==> src/rtl/gpio_port_ovr.sv <==
`timescale 1ns/1ps
module gpio_port_ovr #(
  parameter int WIDTH  = 8,
  parameter int RX_BIT = 0,
  parameter int TX_BIT = 1
) (
  input  logic             clk,
  input  logic             rst_n,
  input  logic             wr_dir,
  input  logic             wr_dat,
  input  logic             rd_dir,
  input  logic             rd_dat,
  input  logic [WIDTH-1:0] wdata,
  output logic [WIDTH-1:0] rdata,
  input  logic             od_en,
  input  logic             rx_en,
  input  logic             tx_en,
  input  logic             tx_data,
  output logic             rx_data,
  input  logic [WIDTH-1:0] pad_in,
  output logic [WIDTH-1:0] pad_out,
  output logic [WIDTH-1:0] pad_oe
);
  localparam logic [WIDTH-1:0] RX_SEL = WIDTH'(1) << RX_BIT;
  localparam logic [WIDTH-1:0] TX_SEL = WIDTH'(1) << TX_BIT;

  logic [WIDTH-1:0] dir_q, lat_q, sync1_q, sync2_q;
  logic [WIDTH-1:0] drv, oe_pp;

  always_ff @(posedge clk) begin
    if (!rst_n) begin
      dir_q   <= '0;
      lat_q   <= '0;
      sync1_q <= '0;
      sync2_q <= '0;
    end else begin
      if (wr_dir) dir_q <= wdata;
      if (wr_dat) lat_q <= wdata;
      sync1_q <= pad_in;
      sync2_q <= sync1_q;
    end
  end

  assign drv   = tx_en ? ((lat_q & ~TX_SEL) | ({WIDTH{tx_data}} & TX_SEL)) : lat_q;
  assign oe_pp = (dir_q | (tx_en ? TX_SEL : '0)) & ~(rx_en ? RX_SEL : '0);

  assign pad_oe  = od_en ? (oe_pp & ~drv) : oe_pp;
  assign pad_out = od_en ? '0 : drv;
  assign rx_data = sync2_q[RX_BIT];

  assign rdata = rd_dir ? dir_q :
                 rd_dat ? ((dir_q & lat_q) | (~dir_q & sync2_q)) : '0;
endmodule

==> config.mk <==
export PLATFORM = sky130hd
export DESIGN_NAME = gpio_port_ovr
export DESIGN_NICKNAME = d
export VERILOG_FILES = /design/src/rtl/gpio_port_ovr.sv
export SDC_FILE = /design/constraint.sdc
export NUM_CORES = 1
export LEC_CHECK = 0
export BUFFER_PORTS_ARGS = -buffer_cell sky130_fd_sc_hd__buf_2
export CORE_MARGIN = 2
export CORE_UTILIZATION = 52
export DETAILED_ROUTE_END_ITERATION = 8
export PLACE_DENSITY = 0.84
export SYNTH_ARGS = -nofsm -noshare
export SYNTH_HDL_FRONTEND = slang
export SYNTH_SLANG_ARGS = --single-unit
==> constraint.sdc <==
create_clock -name clk -period 1.25 [get_ports clk]
set_input_delay 0.25 -clock clk [delete_from_list [all_inputs] [get_ports clk]]
set_output_delay 0.25 -clock clk [all_outputs]
set_load 0.02 [all_outputs]
==> metrics.txt, run 1 <==
# TYPE chip_impl_metric gauge
chip_impl_metric{name="vias_per_cell",unit=""} 5.23
chip_impl_info{name="root_buffer_cell",value="clkbuf_4"} 1
chip_impl_metric{name="power.static_leakage",unit="nW"} 0.871
chip_impl_metric{name="grt_start_max_net_pins",unit=""} 33
chip_impl_metric{name="area_growth_syn_to_layout",unit="%"} 42.9
chip_impl_metric{name="final.setup_skew",unit="ps"} 5.73
chip_impl_info{name="outcome",value="complete, but fails checks"} 1
chip_impl_info{name="layout.cells.most_common_list",value="24 x buf_2, 17 x nor2b_1, 17 x buf_6"} 1
chip_impl_metric{name="drt_first_iter_violations",unit=""} 32
chip_impl_metric{name="drc",unit=""} 0
chip_impl_info{name="synth_top_area_cell",value="dfxtp_1"} 1
chip_impl_metric{name="initial_utilization",unit=""} 0.559
chip_impl_info{name="crit_path_end",value="pad_oe[1]"} 1
chip_impl_metric{name="io-pin-count",unit=""} 51
chip_impl_metric{name="ys.warnings.count",unit=""} 0
chip_impl_info{name="layout.cells.most_common",value="buf_2"} 1
chip_impl_metric{name="max_capacitance_violation_count",unit=""} 0
chip_impl_metric{name="max_slew_margin",unit=""} 0.736
chip_impl_metric{name="timing.critical_path.fanout_max",unit=""} 3
chip_impl_metric{name="clk-insertion-delay-late",unit="ps"} 330
chip_impl_metric{name="timing.final.crit_share",unit=""} 1.09
chip_impl_info{name="violations",value="setup timing"} 1
chip_impl_metric{name="coreArea",unit="mm²"} 0.00252
chip_impl_info{name="min_path_type",value="in2reg"} 1
chip_impl_metric{name="first_pass_iters",unit=""} 4
chip_impl_metric{name="finalSetupViolations",unit=""} 14
chip_impl_metric{name="synth.yosys.seq_area_share",unit=""} 0.454
chip_impl_metric{name="number_of_antenna_violations_at_the_first_check_in_global_routing",unit=""} 0
chip_impl_metric{name="synth_fp_nets",unit=""} 166
chip_impl_metric{name="final_hold_viol_count",unit=""} 0
chip_impl_info{name="setup.worst_path.start_class",value="flop"} 1
chip_impl_metric{name="clock_tree.htree_level_count",unit=""} 2
chip_impl_metric{name="tightestPinTransition",unit="ps"} 395
chip_impl_metric{name="final_max_slew_viol_count",unit=""} 0
chip_impl_metric{name="tritoncts.num_buffers",unit=""} 5
chip_impl_metric{name="clk_pin_slew",unit="ps"} 90
chip_impl_info{name="cp-end-kind",value="primary output"} 1
chip_impl_metric{name="place_inst",unit=""} 211
chip_impl_metric{name="stdcell_count",unit=""} 221
chip_impl_metric{name="postSynthAreaPerCell",unit="µm²"} 10.1
chip_impl_metric{name="ff2ff_setup_slack",unit="ps"} 460
chip_impl_metric{name="grt.overflow.total",unit=""} 0
chip_impl_metric{name="power_per_cell_area",unit="mW/mm²"} 1070
chip_impl_metric{name="gp_routability_congestion",unit=""} 0.807
chip_impl_metric{name="detail_route.wirelength",unit="mm"} 3.54
chip_impl_metric{name="num_antenna_cells",unit=""} 0
chip_impl_metric{name="rows",unit=""} 18
chip_impl_metric{name="placement.io_buffers",unit=""} 50
chip_impl_metric{name="cts.hold.buffers_added",unit=""} 0
chip_impl_metric{name="grt_pass1_vias",unit=""} 1076
chip_impl_metric{name="netlist_area",unit="mm²"} 0.00141
chip_impl_metric{name="pre_cts_slack",unit="ps"} 22.9
chip_impl_metric{name="fp.dieH",unit="µm"} 56.1
chip_impl_metric{name="synth-seq-cells",unit=""} 32
chip_impl_metric{name="synth.distinct_cells",unit=""} 16
chip_impl_metric{name="floorplan.die.width",unit="µm"} 56.1
chip_impl_metric{name="floorplan.die_area",unit="mm²"} 0.00314
chip_impl_info{name="synth_top_cells_by_area",value="dfxtp_1 45%, mux2i_1 12%, nor2b_1 8.9%, and2_1 7.1%, o22ai_2 7.1%"} 1
chip_impl_metric{name="clk_path_buf_depth",unit=""} 2
chip_impl_metric{name="post-layout-total-power",unit="mW"} 2.17
chip_impl_metric{name="max_freq",unit="GHz"} 0.732
chip_impl_info{name="startpoint",value="lat_q[1]"} 1
chip_impl_metric{name="drive_gt1_frac",unit=""} 0.586
chip_impl_metric{name="grtUsageTotal",unit=""} 0.211
chip_impl_info{name="worst_hold_startpoint",value="pad_in[5]"} 1
chip_impl_metric{name="vdd.ir_drop.worst",unit="mV"} 0.961
chip_impl_info{name="tritoncts",value="done"} 1
chip_impl_metric{name="wl_per_cell",unit="µm"} 16.0
chip_impl_info{name="unrepaired_setup_endpoints_after_global_routing",value="true"} 1
chip_impl_metric{name="antenna_violating_nets_post_route",unit=""} 0
chip_impl_metric{name="post_synth_inst_count",unit=""} 140
chip_impl_metric{name="nNetsFinal",unit=""} 216
chip_impl_info{name="worstReg2RegEnd",value="lat_q[3]"} 1
chip_impl_metric{name="clock_sinks",unit=""} 32
chip_impl_info{name="r2r-start",value="lat_q[3]"} 1
chip_impl_metric{name="worstPathRequired",unit="ps"} 1000
chip_impl_metric{name="finalWorstPathRequiredPeriod",unit="ps"} 1370
chip_impl_metric{name="synthDominantCellAreaShare",unit=""} 0.454
chip_impl_metric{name="number_of_cells_on_the_worst_reg_to_reg_path",unit=""} 3
chip_impl_info{name="timing.setup.critical_path_class",value="reg2out"} 1
chip_impl_metric{name="final.setup.worst_slack",unit="ps"} -116
chip_impl_metric{name="crit_arrival",unit="ps"} 1120
chip_impl_metric{name="num_vias",unit=""} 1155
chip_impl_metric{name="grt_pass1_wl",unit="mm"} 5.07
## worst max-delay path: stages, from the launching register on
cell,delay (ps)
dfxtp_2,350
mux2i_2,170
o22a_1,160
buf_6,110
## routing by layer
metal,track usage,share of wire,wire [µm]
met1,0.235,0.43,1530
met4,0.109,0.035,124
met5,0,0,0
met3,0.0605,0.055,196
met2,0.361,0.48,1690
## synth_stat cells (all sizes together)
cell and number:
and2 16, dfxtp 32, a21oi 14, o22a 1
nor2b 20, and2b 3, mux2i 17, buf 6
nand2b 9, clkbuf 3, inv 9, a211oi 1
nor2 1, o22ai 8
## worst min path at each step
| stage | end | slack (ps) | cells after the start |
|---|---|---|---|
| after CTS | sync1_q[5] | 110 | 2 |
| after global placement | sync2_q[6] | 420 | 1 |
| after floorplan | sync1_q[5] | 370 | 1 |
| after detailed placement | sync2_q[4] | 420 | 1 |
| after global routing | sync1_q[7] | 100 | 2 |
| final | sync1_q[5] | 120 | 2 |
## power by group
group	internal (mW)	total, mW	switching (mW)	leakage (nW)
Sequential	1.08	1.12	0.0473	0.271
Clock	0.277	0.602	0.325	0.0326
Combinational	0.218	0.440	0.222	0.567
## layout make-up
cell class / instances / area (µm²)
flip-flops and latches: 32 / 671
fillers: 165 / 508
inverters: 9 / 33.8
multi-input cells: 90 / 820
well taps: 30 / 37.5
clock buffers: 8 / 58.8
repair buffers: 52 / 394
## cells by family after synthesis
| family | synth area share |
|---|---|
| AOI/OAI and AO/OA | 0.132 |
| DFF | 0.454 |
| buffers and inverters | 0.0692 |
| muxes | 0.121 |
| and+or+nand+nor | 0.224 |
## per-stage QoR
step / utilization / area [µm²] / TNS (ps) / hold slack [ps]
floorplan: - / 1410 / 0 / 372
global placement: 0.648 / 1630 / 0 / 416
detailed placement: 0.648 / 1630 / 0 / 418
CTS: 0.741 / 1870 / -888 / 111
global route: 0.799 / 2010 / -2120 / 101
finish: 0.799 / 2010 / -960 / 120
## state kept, by name (all words and copies together) (netlist names)
signal   flops
lat_q        8
dir_q        8
sync1_q      8
sync2_q      8
## repair_timing
action,4_1_cts,5_1_grt
gates resized for setup,64,35
pin swaps,8,3
setup buffers,1,1
endpoints found under the hold margin,0,0
endpoints found under the setup margin,23,24
Note: power is estimated with default switching activity, not from simulation.
==> run 2: changes to the inputs <==
--- a/config.mk
+++ b/config.mk
@@ -10,6 +10,7 @@
 export CORE_UTILIZATION = 52
 export DETAILED_ROUTE_END_ITERATION = 8
 export PLACE_DENSITY = 0.84
+export SETUP_SLACK_MARGIN = 0.1
 export SYNTH_ARGS = -nofsm -noshare
 export SYNTH_HDL_FRONTEND = slang
 export SYNTH_SLANG_ARGS = --single-unit
==> run 2 against run 1 <==
The run still ends with setup timing left. Worst setup slack got worse by 25 ps. Register-to-register slack barely moved. Utilization down 1.1 points. Maximum frequency decreased by 1.8%. Highest routed layer unchanged.
==> metrics.txt, run 2 (same netlist as run 1, synthesis figures left out) <==
# TYPE chip_impl_metric gauge
chip_impl_metric{name="coreArea",unit="mm²"} 0.00252
chip_impl_metric{name="final.setup.worst_slack",unit="ps"} -141
chip_impl_metric{name="vdd.ir_drop.worst",unit="mV"} 0.949
chip_impl_info{name="min_path_type",value="in2reg"} 1
chip_impl_metric{name="hpwl",unit="mm"} 2.06
chip_impl_metric{name="place_inst",unit=""} 211
chip_impl_info{name="cp-end-kind",value="primary output"} 1
chip_impl_metric{name="first_pass_iters",unit=""} 4
chip_impl_info{name="setup.worst_path.start_class",value="flop"} 1
chip_impl_metric{name="post-route-util",unit=""} 0.788
chip_impl_metric{name="timing.final.crit_share",unit=""} 1.11
chip_impl_info{name="timing.setup.critical_path_class",value="reg2out"} 1
chip_impl_metric{name="floorplan.die_area",unit="mm²"} 0.00314
chip_impl_metric{name="vias_per_cell",unit=""} 5.48
chip_impl_info{name="outcome",value="complete, but fails checks"} 1
chip_impl_metric{name="max_capacitance_violation_count",unit=""} 0
chip_impl_metric{name="ff2ff_setup_slack",unit="ps"} 460
chip_impl_metric{name="area_growth_syn_to_layout",unit="%"} 40.9
chip_impl_metric{name="crit_arrival",unit="ps"} 1140
chip_impl_metric{name="wl_per_cell",unit="µm"} 15.9
chip_impl_metric{name="antenna_violating_nets_post_route",unit=""} 0
chip_impl_metric{name="number_of_antenna_violations_at_the_first_check_in_global_routing",unit=""} 0
chip_impl_metric{name="max_freq",unit="GHz"} 0.719
chip_impl_metric{name="drc",unit=""} 0
chip_impl_metric{name="io-pin-count",unit=""} 51
chip_impl_info{name="violations",value="setup timing"} 1
chip_impl_metric{name="worstPathRequired",unit="ps"} 1000
chip_impl_metric{name="finalSetupViolations",unit=""} 19
chip_impl_metric{name="tightestPinTransition",unit="ps"} 398
chip_impl_metric{name="grt_start_max_net_pins",unit=""} 33
chip_impl_info{name="layout.cells.most_common",value="buf_2"} 1
chip_impl_metric{name="finalWorstPathRequiredPeriod",unit="ps"} 1390
chip_impl_metric{name="drive_gt1_frac",unit=""} 0.603
chip_impl_metric{name="fp.dieH",unit="µm"} 56.1
chip_impl_metric{name="detail_route.wirelength",unit="mm"} 3.48
chip_impl_metric{name="nNetsFinal",unit=""} 215
chip_impl_metric{name="grt.overflow.total",unit=""} 0
chip_impl_metric{name="internal_power",unit="mW"} 1.49
chip_impl_info{name="unrepaired_setup_endpoints_after_global_routing",value="true"} 1
chip_impl_metric{name="grt_pass1_vias",unit=""} 1195
chip_impl_metric{name="final_max_slew_viol_count",unit=""} 0
chip_impl_metric{name="rows",unit=""} 18
chip_impl_metric{name="final_design_area_no_fill",unit="mm²"} 0.00199
chip_impl_info{name="root_buffer_cell",value="clkbuf_4"} 1
chip_impl_metric{name="cts.hold.buffers_added",unit=""} 0
chip_impl_metric{name="timing.critical_path.fanout_max",unit=""} 4
chip_impl_metric{name="clk_path_buf_depth",unit=""} 2
chip_impl_metric{name="switching_share",unit=""} 0.284
chip_impl_info{name="tritoncts",value="done"} 1
chip_impl_metric{name="power.static_leakage",unit="nW"} 0.861
chip_impl_metric{name="initial_utilization",unit=""} 0.559
chip_impl_metric{name="power_per_cell_area",unit="mW/mm²"} 1050
chip_impl_metric{name="fin_tns_setup",unit="ps"} -1210
chip_impl_metric{name="final_hold_viol_count",unit=""} 0
chip_impl_metric{name="gate_power_share",unit=""} 0.208
chip_impl_metric{name="max_slew_margin",unit=""} 0.735
chip_impl_metric{name="clk-insertion-delay-late",unit="ps"} 340
chip_impl_metric{name="post-layout-total-power",unit="mW"} 2.08
chip_impl_metric{name="clock_sinks",unit=""} 32
chip_impl_metric{name="clk_pin_slew",unit="ps"} 100
chip_impl_metric{name="final.setup_skew",unit="ps"} 12.3
chip_impl_metric{name="grtUsageTotal",unit=""} 0.239
chip_impl_info{name="layout.cells.most_common_list",value="26 x buf_2, 17 x nor2b_1, 16 x and2_1, 16 x mux2i_1, 16 x buf_6"} 1
chip_impl_metric{name="gp_routability_congestion",unit=""} 0.804
chip_impl_metric{name="clock_tree.htree_level_count",unit=""} 2
chip_impl_metric{name="num_vias",unit=""} 1200
chip_impl_metric{name="power_frac_seq",unit=""} 0.537
chip_impl_metric{name="stdcell_count",unit=""} 219
chip_impl_metric{name="drt_first_iter_violations",unit=""} 24
chip_impl_metric{name="placement.io_buffers",unit=""} 50
chip_impl_metric{name="clock_power_share",unit=""} 0.255
chip_impl_metric{name="placement.cell_area",unit="mm²"} 0.00164
chip_impl_metric{name="num_antenna_cells",unit=""} 0
chip_impl_metric{name="grt_pass1_wl",unit="mm"} 5.72
chip_impl_metric{name="tritoncts.num_buffers",unit=""} 5
chip_impl_metric{name="floorplan.die.width",unit="µm"} 56.1
chip_impl_metric{name="netSwitchingPower",unit="µW"} 593
## run 2: repair_timing
| item | CTS | global route |
|---|---|---|
| gates resized for setup | 85 | 14 |
| setup buffers | 1 | 0 |
| endpoints found under the setup margin | 24 | 24 |
| hold endpoints to repair | 0 | 0 |
| pin swaps | 7 | 5 |
## run 2: power groups by stage
| stage | clock network, mW | registers [mW] | logic, mW |
|---|---|---|---|
| 2_1_floorplan | 0 | 1.12 | 0.238 |
| 3_3_place_gp | 0 | 1.13 | 0.323 |
| 3_5_place_dp | 0 | 1.13 | 0.333 |
| 4_1_cts | 0.535 | 1.12 | 0.412 |
| 5_1_grt | 0.588 | 1.13 | 0.462 |
| 6_report | 0.533 | 1.12 | 0.433 |
## run 2: metal layers
| layer | up-vias | track usage | routed length [µm] |
|---|---|---|---|
| met5 | - | 0 | 0 |
| met4 | 0 | 0.150 | 190 |
| met3 | 25 | 0.0930 | 284 |
| met2 | 61 | 0.375 | 1630 |
| met1 | 552 | 0.272 | 1370 |
| li1 | 562 | - | - |
## run 2: path summary, 6_finish.rpt
kind / from / endpoint / cells after the start
setup / recovery: lat_q[6] / rdata[6] / 3
hold / removal: pad_in[0] / sync1_q[0] / 2
setup reg to reg: lat_q[3] / lat_q[3] / 3
hold reg to reg: sync1_q[5] / sync2_q[5] / 1
## run 2: critical path, stage by stage, from the launching register on
cell	delay (ps)
dfxtp_4	390
a21oi_4	180
o22ai_2	100
buf_6	140
## run 2: stage by stage
step	hold WS, ps	worst slack [ps]
after global routing	104	-162
after floorplan	372	153
after detailed placement	422	65.5
after CTS	111	-110
after global placement	416	77.3
final	118	-141
## run 2: layout make-up
cell class | count | area [µm²]
multi-input cells | 90 | 812
repair buffers | 51 | 378
clock buffers | 6 | 41.3
well taps | 30 | 37.5
fillers | 169 | 536
inverters | 9 | 33.8
clock inverters | 1 | 5.00
flip-flops and latches | 32 | 679
==> run 3: changes to the inputs <==
--- a/config.mk
+++ b/config.mk
@@ -5,12 +5,14 @@
 export SDC_FILE = /design/constraint.sdc
 export NUM_CORES = 1
 export LEC_CHECK = 0
+export ABC_AREA = 1
 export BUFFER_PORTS_ARGS = -buffer_cell sky130_fd_sc_hd__buf_2
 export CORE_MARGIN = 2
-export CORE_UTILIZATION = 52
+export CORE_UTILIZATION = 50
 export DETAILED_ROUTE_END_ITERATION = 8
-export PLACE_DENSITY = 0.84
+export PLACE_DENSITY = 0.83
 export SETUP_SLACK_MARGIN = 0.1
+export SLEW_MARGIN = 30
 export SYNTH_ARGS = -nofsm -noshare
 export SYNTH_HDL_FRONTEND = slang
 export SYNTH_SLANG_ARGS = --single-unit
==> run 3 against run 2 <==
The run still ends with setup timing left. Via count rose by 16%. Combinational power is 17% higher. Worst hold slack worse by 23 ps. First-iteration DRC count rose by 67%. Sequential share of layout area rose by 0.18 points. Sequential cell count is the same. Die area shrank 5.3%. Critical endpoint is now rdata[2]. Largest cell class is now flip-flops and latches.
==> metrics.txt, run 3 <==
# TYPE chip_impl_metric gauge
chip_impl_info{name="outcome",value="complete, but fails checks"} 1
chip_impl_info{name="violations",value="setup timing"} 1
chip_impl_metric{name="drt_first_iter_violations",unit=""} 40
chip_impl_metric{name="placement.io_buffers",unit=""} 50
chip_impl_metric{name="worstPathRequired",unit="ps"} 1000
chip_impl_info{name="worstReg2RegEnd",value="dir_q[2]"} 1
chip_impl_info{name="unrepaired_setup_endpoints_after_global_routing",value="true"} 1
chip_impl_info{name="timing.critical_path.max_delay_family",value="flip-flops"} 1
chip_impl_metric{name="tritoncts.num_buffers",unit=""} 5
chip_impl_info{name="synth_top_area_cell",value="dfxtp_1"} 1
chip_impl_metric{name="final.setup.worst_slack",unit="ps"} -181
chip_impl_metric{name="number_of_antenna_violations_at_the_first_check_in_global_routing",unit=""} 0
chip_impl_metric{name="synth-seq-cells",unit=""} 32
chip_impl_metric{name="initial_utilization",unit=""} 0.521
chip_impl_metric{name="ys.warnings.count",unit=""} 0
chip_impl_metric{name="drive_gt1_frac",unit=""} 0.500
chip_impl_metric{name="power_per_cell_area",unit="mW/mm²"} 1130
chip_impl_metric{name="detail_route.wirelength",unit="mm"} 3.69
chip_impl_metric{name="max_freq",unit="GHz"} 0.699
chip_impl_metric{name="crit_arrival",unit="ps"} 1180
chip_impl_metric{name="final.hold.worst_slack",unit="ps"} 95.1
chip_impl_metric{name="num_vias",unit=""} 1386
chip_impl_metric{name="grt.overflow.total",unit=""} 0
chip_impl_metric{name="gp_routability_congestion",unit=""} 0.735
chip_impl_metric{name="worst_hold_path.num_cells",unit=""} 3
chip_impl_info{name="min_path_type",value="in2reg"} 1
chip_impl_metric{name="clk_path_buf_depth",unit=""} 2
chip_impl_metric{name="clock_tree.htree_level_count",unit=""} 2
chip_impl_metric{name="netlist_area",unit="mm²"} 0.00128
chip_impl_info{name="synth_top_cells_by_count",value="37 x nand2_1, 32 x dfxtp_1, 26 x a21oi_1"} 1
chip_impl_metric{name="timing.critical_path.buf_inv",unit=""} 2
chip_impl_info{name="cp-end-kind",value="primary output"} 1
chip_impl_metric{name="grt_start_max_net_pins",unit=""} 28
chip_impl_metric{name="timing.final.crit_share",unit=""} 1.14
chip_impl_metric{name="clk_pin_slew",unit="ps"} 100
chip_impl_metric{name="rows",unit=""} 18
chip_impl_metric{name="area_growth_syn_to_layout",unit="%"} 50.3
chip_impl_metric{name="grt_pass1_vias",unit=""} 1081
chip_impl_metric{name="final_max_slew_viol_count",unit=""} 0
chip_impl_metric{name="grt_pass1_wl",unit="mm"} 4.46
chip_impl_metric{name="synthDominantCellAreaShare",unit=""} 0.501
chip_impl_info{name="root_buffer_cell",value="clkbuf_4"} 1
chip_impl_metric{name="floorplan.die.width",unit="µm"} 54.6
chip_impl_metric{name="final_hold_viol_count",unit=""} 0
chip_impl_info{name="setup.worst_path.start_class",value="flop"} 1
chip_impl_metric{name="stdcell_count",unit=""} 268
chip_impl_metric{name="power.static_leakage",unit="nW"} 0.985
chip_impl_metric{name="placement.cell_area",unit="mm²"} 0.00153
chip_impl_info{name="tritoncts",value="done"} 1
chip_impl_metric{name="post-layout-total-power",unit="mW"} 2.17
chip_impl_metric{name="timing.critical_path.fanout_max",unit=""} 2
chip_impl_metric{name="num_antenna_cells",unit=""} 0
chip_impl_metric{name="max_slew_margin",unit=""} 0.705
chip_impl_metric{name="number_of_cells_on_the_worst_reg_to_reg_path",unit=""} 3
chip_impl_metric{name="synth.distinct_cells",unit=""} 12
chip_impl_metric{name="grtUsageTotal",unit=""} 0.220
chip_impl_metric{name="wl_per_cell",unit="µm"} 13.8
chip_impl_metric{name="max_capacitance_violation_count",unit=""} 0
chip_impl_metric{name="floorplan.die_area",unit="mm²"} 0.00298
chip_impl_info{name="synth_top_cells_by_area",value="dfxtp_1 50%, nand2_1 11%, a21oi_1 10%, inv_1 7.3%, nor2_1 7.3%"} 1
chip_impl_info{name="min_delay_worst_endpoint",value="sync1_q[2]"} 1
chip_impl_metric{name="final.setup_skew",unit="ps"} 10.1
chip_impl_info{name="path_common_cell",value="nand2_1"} 1
chip_impl_metric{name="synth_async_sr_flop_share",unit=""} 0
chip_impl_metric{name="nNetsFinal",unit=""} 264
chip_impl_metric{name="synth.yosys.seq_area_share",unit=""} 0.501
chip_impl_metric{name="hpwl",unit="mm"} 1.95
chip_impl_metric{name="synth_enable_flop_cells",unit=""} 0
chip_impl_metric{name="clock_sinks",unit=""} 32
chip_impl_metric{name="io-pin-count",unit=""} 51
chip_impl_metric{name="tightestPinTransition",unit="ps"} 443
chip_impl_info{name="timing.setup.critical_path_class",value="reg2out"} 1
chip_impl_metric{name="clk-insertion-delay-late",unit="ps"} 340
chip_impl_info{name="worst_hold_startpoint",value="pad_in[2]"} 1
chip_impl_metric{name="critical_path.max_stage_delay",unit="ps"} 360
chip_impl_metric{name="antenna_violating_nets_post_route",unit=""} 0
chip_impl_metric{name="first_pass_iters",unit=""} 4
chip_impl_metric{name="place_inst",unit=""} 251
chip_impl_info{name="layout.cells.most_common_list",value="30 x nand2_1, 24 x buf_2, 19 x buf_6, 18 x inv_1, 18 x nor2_1"} 1
chip_impl_metric{name="finalWorstPathRequiredPeriod",unit="ps"} 1430
chip_impl_metric{name="coreArea",unit="mm²"} 0.00245
chip_impl_metric{name="vdd.ir_drop.worst",unit="mV"} 0.953
chip_impl_metric{name="vias_per_cell",unit=""} 5.17
chip_impl_metric{name="synth_fp_nets",unit=""} 203
chip_impl_metric{name="fp.dieH",unit="µm"} 54.6
chip_impl_info{name="layout.cells.most_common",value="nand2_1"} 1
chip_impl_info{name="yosys.cell_count.top_type",value="nand2_1"} 1
chip_impl_metric{name="post_synth_inst_count",unit=""} 177
chip_impl_info{name="r2r-start",value="dir_q[2]"} 1
chip_impl_metric{name="final_design_area_no_fill",unit="mm²"} 0.00192
chip_impl_metric{name="ff2ff_setup_slack",unit="ps"} 480
chip_impl_info{name="critical_path.cell_chain",value="inv_2 > nand2_1 > nand2_1 > a21oi_2 > buf_6"} 1
chip_impl_metric{name="pre_cts_slack",unit="ps"} 40.0
chip_impl_metric{name="finalSetupViolations",unit=""} 23
chip_impl_metric{name="drc",unit=""} 0
chip_impl_info{name="ys_flop_type",value="dfxtp_1"} 1
chip_impl_info{name="slowest_cell_on_crit_path",value="dfxtp_2"} 1
chip_impl_metric{name="postSynthAreaPerCell",unit="µm²"} 7.22
-- run 3: routing by layer --
| metal | track usage | vias to the layer above | share of wire |
|---|---|---|---|
| met3 | 0.0820 | 10 | 0.090 |
| met1 | 0.233 | 621 | 0.38 |
| met2 | 0.380 | 80 | 0.51 |
| li1 | - | 675 | - |
| met5 | 0 | - | 0 |
| met4 | 0.113 | 0 | 0.024 |
-- run 3: worst max-delay path by stage --
stage / slack, ps / cells past startpoint / end / from
6_report: -180 / 5 / rdata[2] / lat_q[2]
5_1_grt: -250 / 5 / rdata[2] / lat_q[2]
4_1_cts: -120 / 5 / rdata[0] / lat_q[0]
3_5_place_dp: 40 / 5 / rdata[7] / rd_dir
3_3_place_gp: 30 / 5 / rdata[7] / rd_dir
2_1_floorplan: 120 / 4 / rdata[1] / rd_dir
-- run 3: timing repair --
action                                  in CTS  in global routing
hold buffers                                 0                  0
resized for setup                           57                 49
endpoints found under the hold margin        0                  0
pin swaps                                    8                  5
endpoints found under the setup margin      24                 25
buffers inserted                             6                  4
-- run 3: kinds of logic (layout without fill, tap and decap cells) --
kind of cell	count (synthesis)	count (layout)	share of synthesized area
compound gates	48	48	0.200
buf+inv	35	96	0.117
simple gates	62	62	0.182
flops	32	32	0.501
-- run 3: layout make-up --
type | instances | area [µm²]
sequential | 32 | 661
multi-input combinational | 110 | 603
fill | 156 | 533
timing repair buffer | 61 | 469
inverter | 28 | 105
clock buffer | 6 | 41.3
tap | 30 | 37.5
clock inverter | 1 | 5.00
-- run 3: tightest hold or removal path, cell delays in order --
cell and delay [ps]:
buf_2 70, nand2_1 40, inv_1 40
-- run 3: stage by stage --
| step | utilization | setup TNS [ps] |
|---|---|---|
| floorplan | - | 0 |
| global placement | 0.623 | 0 |
| detailed placement | 0.623 | 0 |
| CTS | 0.705 | -1390 |
| global route | 0.783 | -2890 |
| finish | 0.783 | -1610 |
-- run 3: power breakdown --
part / internal (mW) / switching [mW]
clock network: 0.207 / 0.331
registers: 1.09 / 0.0422
logic: 0.222 / 0.283
